### config.mk
export PLATFORM = sky130hd
export DESIGN_NAME = link_train_ctrl
export DESIGN_NICKNAME = d
export VERILOG_FILES = /design/src/rtl/lt_pkg.sv /design/src/rtl/lt_os_counter.sv /design/src/rtl/lt_timeout.sv /design/src/rtl/lt_eq_seq.sv /design/src/rtl/link_train_ctrl.sv
export SDC_FILE = /design/constraint.sdc
export NUM_CORES = 1
export LEC_CHECK = 0
export ABC_AREA = 1
export BUFFER_PORTS_ARGS = -buffer_cell sky130_fd_sc_hd__buf_4
export CAP_MARGIN = 15
export CORE_ASPECT_RATIO = 0.6
export CORE_MARGIN = 1
export CORE_UTILIZATION = 40
export CTS_CLUSTER_DIAMETER = 40
export DETAILED_ROUTE_END_ITERATION = 6
export PLACE_DENSITY = 0.57
export SLEW_MARGIN = 5
export SYNTH_ARGS = -nofsm -noshare
export SYNTH_HDL_FRONTEND = slang
export SYNTH_HIERARCHICAL = 1
export SYNTH_SLANG_ARGS = --single-unit
### constraint.sdc
create_clock -name clk -period 9.75 [get_ports clk]
set_clock_uncertainty 0.2 [all_clocks]
set_input_delay 1.4625 -clock clk [delete_from_list [all_inputs] [get_ports clk]]
set_output_delay 1.4625 -clock clk [all_outputs]
set_load 0.01 [all_outputs]
### src/rtl/lt_pkg.sv
package lt_pkg;

  typedef enum logic [2:0] {
    ST_DETECT = 3'd0,
    ST_POLL   = 3'd1,
    ST_CFG    = 3'd2,
    ST_L0     = 3'd3,
    ST_RECOV  = 3'd4,
    ST_EQ     = 3'd5
  } lt_state_e;

  localparam logic [2:0] RATE_2G5 = 3'd0;
  localparam logic [2:0] RATE_8G  = 3'd2;
  localparam logic [2:0] RATE_16G = 3'd3;
  localparam logic [2:0] RATE_32G = 3'd4;

  localparam logic [1:0] MODE_STEP   = 2'd0;
  localparam logic [1:0] MODE_BYPASS = 2'd1;
  localparam logic [1:0] MODE_NOEQ   = 2'd2;

  function automatic int imax(input int a, input int b);
    return (a > b) ? a : b;
  endfunction

  // next rate in the stepwise climb
  function automatic logic [2:0] step_rate(input logic [2:0] cur);
    logic [2:0] r;
    case (cur)
      RATE_2G5: r = RATE_8G;
      RATE_8G:  r = RATE_16G;
      default:  r = RATE_32G;
    endcase
    return r;
  endfunction

endpackage

### src/rtl/lt_os_counter.sv
module lt_os_counter #(
  parameter int CW = 4
) (
  input  logic          clk,
  input  logic          rst_n,
  input  logic          clr,
  input  logic          pulse,
  input  logic [CW-1:0] target,
  output logic          met
);

  logic [CW-1:0] cnt_q;
  logic [CW-1:0] cnt_d;
  logic          cnt_en;

  assign met = (cnt_q >= target);

  always_comb begin
    cnt_en = clr | (pulse & ~met);
    cnt_d  = clr ? '0 : cnt_q + 1'b1;
  end

  always_ff @(posedge clk or negedge rst_n) begin
    if (!rst_n) begin
      cnt_q <= '0;
    end else if (cnt_en) begin
      cnt_q <= cnt_d;
    end
  end

  AST_OS_SATURATE: assert property (@(posedge clk) disable iff (!rst_n)
    ($past(met) && !$past(clr)) |-> met) else $error("ordered-set count dropped");

endmodule

### src/rtl/lt_timeout.sv
module lt_timeout #(
  parameter int LIMIT = 1000
) (
  input  logic clk,
  input  logic rst_n,
  input  logic reload,
  input  logic run,
  output logic expired
);

  localparam int TW = $clog2(LIMIT + 1);
  localparam logic [TW-1:0] LAST = TW'(LIMIT - 1);

  logic [TW-1:0] cnt_q;
  logic [TW-1:0] cnt_d;
  logic          cnt_en;

  always_comb begin
    cnt_en  = reload | run;
    cnt_d   = reload ? '0 : cnt_q + 1'b1;
    expired = run & (cnt_q == LAST);
  end

  always_ff @(posedge clk or negedge rst_n) begin
    if (!rst_n) begin
      cnt_q <= '0;
    end else if (cnt_en) begin
      cnt_q <= cnt_d;
    end
  end

  AST_TMO_BOUND: assert property (@(posedge clk) disable iff (!rst_n)
    run |-> (cnt_q <= LAST)) else $error("timeout counter ran past limit");

endmodule

### src/rtl/lt_eq_seq.sv
module lt_eq_seq (
  input  logic       clk,
  input  logic       rst_n,
  input  logic       start,
  input  logic       active,
  input  logic       upstream,
  input  logic       p1_ok,
  input  logic       phase_done,
  output logic [1:0] phase_o,
  output logic       finish_o
);

  logic [1:0] phase_q;
  logic [1:0] phase_d;
  logic       phase_en;
  logic       last_phase;

  always_comb begin
    last_phase = (phase_q == 2'd3) || ((phase_q == 2'd1) && !upstream && p1_ok);
    finish_o   = active & phase_done & last_phase;
    phase_en   = start | (active & phase_done & ~last_phase);
    phase_d    = start ? (upstream ? 2'd0 : 2'd1) : phase_q + 2'd1;
  end

  always_ff @(posedge clk or negedge rst_n) begin
    if (!rst_n) begin
      phase_q <= 2'd0;
    end else if (phase_en) begin
      phase_q <= phase_d;
    end
  end

  assign phase_o = phase_q;

  AST_EQ_PHASE_STEP: assert property (@(posedge clk) disable iff (!rst_n)
    (active && $past(active) && (phase_q != $past(phase_q))) |-> (phase_q == 2'($past(phase_q) + 2'd1)))
    else $error("equalization phase skipped");

  AST_EQ_FIRST_PHASE: assert property (@(posedge clk) disable iff (!rst_n)
    $rose(active) |-> (phase_q == ($past(upstream) ? 2'd0 : 2'd1)))
    else $error("equalization started at wrong phase");

  AST_EQ_EARLY_END: assert property (@(posedge clk) disable iff (!rst_n)
    (finish_o && phase_q != 2'd3) |-> (!upstream && p1_ok && phase_q == 2'd1))
    else $error("equalization ended early without cause");

endmodule

### src/rtl/link_train_ctrl.sv
module link_train_ctrl #(
  parameter int POLL_TX     = 1024,
  parameter int POLL_RX     = 8,
  parameter int CFG_TX      = 16,
  parameter int CFG_RX      = 8,
  parameter int RCV_TX      = 16,
  parameter int RCV_RX      = 8,
  parameter int TIMEOUT_CYC = 24000
) (
  input  logic       clk,
  input  logic       rst_n,
  input  logic       sync_clr,
  input  logic       rx_detect,
  input  logic       ts_sent,
  input  logic       ts_rcvd,
  input  logic       cfg_match,
  input  logic       eq_phase_done,
  input  logic       eq_p1_ok,
  input  logic       upstream_port,
  input  logic [1:0] speed_mode,
  input  logic       rel_err,
  output logic [2:0] state_o,
  output logic [2:0] rate_o,
  output logic       eq_active_o,
  output logic [1:0] eq_phase_o,
  output logic       link_up_o
);
  import lt_pkg::*;

  localparam int OS_MAX = imax(imax(imax(POLL_TX, POLL_RX), imax(CFG_TX, CFG_RX)), imax(RCV_TX, RCV_RX));
  localparam int OS_CW  = $clog2(OS_MAX + 1);
  localparam int N_CH   = 2; // channel 0 = sent, channel 1 = received

  lt_state_e  state_q, state_d;
  logic [2:0] rate_q, rate_d;
  logic [2:0] tgt_q, tgt_d;
  logic       fb_q, fb_d;
  logic       eqn_q, eqn_d;
  logic [1:0] mode_eff;

  logic             chg;
  logic             timed;
  logic             tmo_exp;
  logic [N_CH-1:0]  os_pulse;
  logic [N_CH-1:0]  os_met;
  logic             os_all;
  logic [OS_CW-1:0] os_tgt [N_CH];
  logic             eq_start;
  logic             eq_finish;
  logic [1:0]       eq_phase;

  // ---------------- ordered-set thresholds per state ----------------
  always_comb begin
    case (state_q)
      ST_POLL:  begin os_tgt[0] = OS_CW'(POLL_TX); os_tgt[1] = OS_CW'(POLL_RX); end
      ST_CFG:   begin os_tgt[0] = OS_CW'(CFG_TX);  os_tgt[1] = OS_CW'(CFG_RX);  end
      ST_RECOV: begin os_tgt[0] = OS_CW'(RCV_TX);  os_tgt[1] = OS_CW'(RCV_RX);  end
      default:  begin os_tgt[0] = '1;              os_tgt[1] = '1;              end
    endcase
  end

  assign os_pulse = {ts_rcvd, ts_sent};
  assign chg      = (state_d != state_q);
  assign os_all   = &os_met;

  for (genvar g = 0; g < N_CH; g++) begin : g_os
    lt_os_counter #(.CW(OS_CW)) u_cnt (
      .clk    (clk),
      .rst_n  (rst_n),
      .clr    (chg),
      .pulse  (os_pulse[g]),
      .target (os_tgt[g]),
      .met    (os_met[g])
    );
  end

  // ---------------- state timeout ----------------
  assign timed = (state_q == ST_POLL) || (state_q == ST_CFG) ||
                 (state_q == ST_RECOV) || (state_q == ST_EQ);

  lt_timeout #(.LIMIT(TIMEOUT_CYC)) u_tmo (
    .clk     (clk),
    .rst_n   (rst_n),
    .reload  (chg),
    .run     (timed),
    .expired (tmo_exp)
  );

  // ---------------- equalization phases ----------------
  assign eq_start = (state_d == ST_EQ) && (state_q != ST_EQ);

  lt_eq_seq u_eq (
    .clk        (clk),
    .rst_n      (rst_n),
    .start      (eq_start),
    .active     (state_q == ST_EQ),
    .upstream   (upstream_port),
    .p1_ok      (eq_p1_ok),
    .phase_done (eq_phase_done),
    .phase_o    (eq_phase),
    .finish_o   (eq_finish)
  );

  // ---------------- next-state logic ----------------
  always_comb begin
    if (fb_q) begin
      mode_eff = MODE_STEP;
    end else if ((speed_mode == MODE_BYPASS) || (speed_mode == MODE_NOEQ)) begin
      mode_eff = speed_mode;
    end else begin
      mode_eff = MODE_STEP;
    end
  end

  always_comb begin
    state_d = state_q;
    rate_d  = rate_q;
    tgt_d   = tgt_q;
    fb_d    = fb_q;
    eqn_d   = eqn_q;
    case (state_q)
      ST_DETECT: begin
        if (rx_detect) state_d = ST_POLL;
      end
      ST_POLL: begin
        if (tmo_exp)     state_d = ST_DETECT;
        else if (os_all) state_d = ST_CFG;
      end
      ST_CFG: begin
        if (tmo_exp)                   state_d = ST_DETECT;
        else if (os_all && cfg_match)  state_d = ST_L0;
      end
      ST_L0: begin
        if (rate_q != RATE_32G) begin
          state_d = ST_RECOV;
          tgt_d   = (mode_eff == MODE_STEP) ? step_rate(rate_q) : RATE_32G;
          eqn_d   = (mode_eff != MODE_NOEQ);
        end else if (rel_err && (mode_eff == MODE_BYPASS)) begin
          state_d = ST_RECOV;
          tgt_d   = RATE_8G;
          eqn_d   = 1'b1;
          fb_d    = 1'b1;
        end
      end
      ST_RECOV: begin
        if (tmo_exp) begin
          state_d = ST_DETECT;
        end else if (os_all) begin
          rate_d  = tgt_q;
          state_d = eqn_q ? ST_EQ : ST_L0;
        end
      end
      ST_EQ: begin
        if (tmo_exp)        state_d = ST_DETECT;
        else if (eq_finish) state_d = ST_L0;
      end
      default: state_d = ST_DETECT;
    endcase
    if (sync_clr) state_d = ST_DETECT;
    if (state_d == ST_DETECT) begin
      rate_d = RATE_2G5;
      fb_d   = 1'b0;
    end
  end

  // ---------------- registers ----------------
  always_ff @(posedge clk or negedge rst_n) begin
    if (!rst_n) begin
      state_q <= ST_DETECT;
      rate_q  <= RATE_2G5;
      tgt_q   <= RATE_2G5;
      fb_q    <= 1'b0;
      eqn_q   <= 1'b0;
    end else begin
      state_q <= state_d;
      rate_q  <= rate_d;
      tgt_q   <= tgt_d;
      fb_q    <= fb_d;
      eqn_q   <= eqn_d;
    end
  end

  assign state_o     = state_q;
  assign rate_o      = rate_q;
  assign eq_active_o = (state_q == ST_EQ);
  assign eq_phase_o  = eq_active_o ? eq_phase : 2'd0;
  assign link_up_o   = (state_q == ST_L0);

  // ---------------- assertions ----------------
  AST_TMO_TO_DETECT: assert property (@(posedge clk) disable iff (!rst_n)
    tmo_exp |=> (state_q == ST_DETECT && rate_q == RATE_2G5)) else $error("timeout did not return to Detect");

  AST_CFG_NEEDS_OS: assert property (@(posedge clk) disable iff (!rst_n)
    (state_q == ST_CFG && $past(state_q) == ST_POLL) |-> $past(os_all)) else $error("left Polling early");

  AST_FIRST_L0_BASE: assert property (@(posedge clk) disable iff (!rst_n)
    (state_q == ST_L0 && $past(state_q) == ST_CFG) |-> (rate_q == RATE_2G5)) else $error("first L0 not at base rate");

  AST_RATE_IN_RECOV: assert property (@(posedge clk) disable iff (!rst_n)
    (rate_q != $past(rate_q)) |-> ($past(state_q) == ST_RECOV || rate_q == RATE_2G5)) else $error("rate changed outside Recovery");

  AST_LINKUP_ENTRY: assert property (@(posedge clk) disable iff (!rst_n)
    $rose(link_up_o) |-> ($past(state_q) == ST_CFG || $past(state_q) == ST_RECOV || $past(state_q) == ST_EQ))
    else $error("link up from wrong state");

  AST_SYNC_CLR: assert property (@(posedge clk) disable iff (!rst_n)
    sync_clr |=> (state_q == ST_DETECT && rate_q == RATE_2G5)) else $error("sync clear ignored");

endmodule

==> results.yml <==
grt:
  antenna_found_initial: 0
  grt.total_usage: 0.189
  grt_max_degree: 51
  gr-total-overflow: 0
  grt_pass1_vias: 3440
  grt_first_pass_wirelength_um: 16500
detailed_routing:
  firstDrtPassIters: 5
  drtIter0Drc: 284
  wire_per_inst_um: 12.4
  ant_nets: 0
  routed_wirelength_um: 9470
  via_count: 3730
  routed_via_density: 4.87
  route.detailed.drc: 0
die:
  core_um2: 10100
  rows: 28
  die_h_um: 81.5
  dieArea_um2: 11000
  die_x_um: 134
  num_io_pins: 23
  start_util: 0.419
logic_synthesis:
  yosysSeqAreaShare: 0.297
  synth_seq_cells: 50
  synth.distinct_cells: 32
  ys.warnings.count: 6
  syn-cell-area_um2: 4210
  synth_nets: 654
  syn-mean-instance-area_um2: 6.87
  synthCells: 613
critical_path:
  cp_max_fo: 19
  cp.arrival_ns: 5.08
  cp_slowest_cell: "nor2_2"
  reg2reg_depth: 33
  critical-path-max-stage-delay_ns: 0.58
  required_ns: 9.78
  path_depth: 33
  crit_family: "simple AND/OR/NAND/NOR gates"
  crit_path_frequent_cell: "nand2_1"
  worstPathBufferInverterCount: 6
  worstSetupPathType: "flip-flop to flip-flop"
  cp-end-kind: "flip-flop"
  critPathLaunchType: "flip-flop"
power_and_ir_drop:
  seqPwrFrac: 0.450
  power-per-cell-area_nw_per_um2: 110
  ir_drop_v: 0.0000737
  power_frac_clock: 0.394
  swShare: 0.288
  internal_power_uw: 362
  p_leak_uw: 0.00261
  comb_power_share: 0.156
  p_switching_uw: 147
final_layout:
  seq_area_um2: 1250
  fin_cells: 766
  finalNetCount: 671
  drive_gt1_frac: 0.158
  multi_input_area_um2: 2430
  area_growth_pct: 9.66
  mostFrequentLayoutCells: "nand2_1, inv_1, nand3_1"
  layout_commonest_cell: "nand2_1"
  fill_cells: 1017
  diodes: 0
clock_network:
  cts-buffers-inserted: 5
  clockRootBuffer: "clkbuf_16"
  cts_tree: "done"
  path_clk_slew_ns: 0.07
  cts_sinks: 50
  h-tree-depth: 2
  cts-resized-gates: 0
  post_cts_buffers: 0
  ctsLongestPathBuffers: 2
  cts_hold_buf: 0
  clk_latency_ns: 0.29
placement:
  hpwl_um: 7060
  dpl_worst_slack_ns: 4.30
  io_buffers: 22
  dpl.cell_count: 758
  place_congestion: 0.857
sta:
  max-slew-margin-rel: 0.500
  worst_pin_slew_ns: 0.750
  slew_violations: 0
  fin_ws_ns: 4.70
  final-hold-violation-count: 0
  setup_viol: 0
  max_freq_mhz: 198
  tns_ns: 0
  fin_crit_ns: 5.05
  rsz0062_at_grt: "no"
  period_share: 0.518
hold_path:
  whs_path_depth: 1
  min_path_type: "flip-flop to flip-flop"
run:
  drv_cap: 0
run_status:
  status: "finished, final reports clean"
## through the flow
stage                     utilization  power [uW]  instance area [um^2]  hold slack, ns
after global routing            0.459         538                  4620           0.315
final                           0.459         509                  4620           0.294
after detailed placement        0.443         312                  4450           0.279
after global placement          0.443         310                  4450           0.283
after CTS                       0.459         517                  4620           0.296
after floorplan                     -         289                  4210           0.254
## sequential cells by signal (all words and copies together) (netlist names)
| signal | cells |
|---|---|
| fb_q | 1 |
| g_os.u_cnt/cnt_q | 22 |
| state_o | 3 |
| tgt_q | 3 |
| rate_o | 3 |
| u_tmo/cnt_q | 15 |
| eqn_q | 1 |
| u_eq/phase_o | 2 |
## power by group through the flow
stage	logic, uW	registers, uW	clock network (uW)
6_report	79.4	229	201
5_1_grt	92.3	230	216
4_1_cts	80.1	229	208
3_5_place_dp	79.8	233	0
3_3_place_gp	78.0	232	0
2_1_floorplan	59.8	229	0
## worst paths after layout
path	startpoint	end	slack, ns
hold / removal	tgt_q[1]	tgt_q[1]	0.29
max in group asynchronous	rst_n	u_eq/phase_o[1]	7.89
setup / recovery	state_o[2]	u_tmo/cnt_q[12]	4.70
setup reg to reg	state_o[2]	u_tmo/cnt_q[12]	4.70
hold reg to reg	tgt_q[1]	tgt_q[1]	0.29
min in group asynchronous	rst_n	g_os[0].u_cnt/cnt_q[1]	1.00
## cell type report
type | instances | area share
Multi-Input combinational cell | 435 | 0.526
Sequential cell | 50 | 0.271
Inverter | 116 | 0.0948
Tap cell | 135 | 0.0366
Timing Repair Buffer | 22 | 0.0358
Clock buffer | 6 | 0.0279
Clock inverter | 2 | 0.00813
## per-layer routing
| metal | up-vias | GRT usage | share of wire |
|---|---|---|---|
| li1 | 1963 | - | - |
| met1 | 1693 | 0.282 | 0.55 |
| met2 | 69 | 0.285 | 0.40 |
| met3 | 5 | 0.0352 | 0.038 |
| met4 | 0 | 0.0303 | 0.0036 |
| met5 | - | 0 | 0 |
## cells in the mapped netlist
library cell  count  share of area
a21boi_1          4         0.0071
a21boi_2          1         0.0027
a21oi_1          10          0.012
a21oi_2           4         0.0083
a31oi_1           1         0.0015
buf_2             5         0.0059
buf_6             5          0.013
clkbuf_4          2         0.0036
conb_1            1        0.00089
dfrtp_1          50           0.30
ha_1             28          0.083
inv_1           103          0.092
inv_2            12          0.011
inv_4             1         0.0015
nand2_1         152           0.14
nand2_2          16          0.024
nand2_4           2         0.0053
nand3_1          62          0.074
nand3_2           9          0.021
nand3b_1          1         0.0018
nand3b_4          1         0.0048
nand4_1          31          0.046
nor2_1           59          0.053
nor2_2           11          0.016
nor2_4           11          0.029
nor3_1            3         0.0036
nor3_4            1         0.0039
o21a_1            1         0.0018
o21ai_0          15          0.018
o21ai_2           1         0.0021
xnor2_1           2         0.0042
xor2_1            8          0.017
## kinds of logic after synthesis
family	synth area share
AO/OA/AOI/OAI	0.0532
adder cells (fa/ha/maj)	0.0832
buffers and inverters	0.127
other	0.000890
AND/OR/NAND/NOR	0.418
XOR/XNOR	0.0208
flip-flops	0.297
No activity file was read; power rests on OpenSTA's default activity.
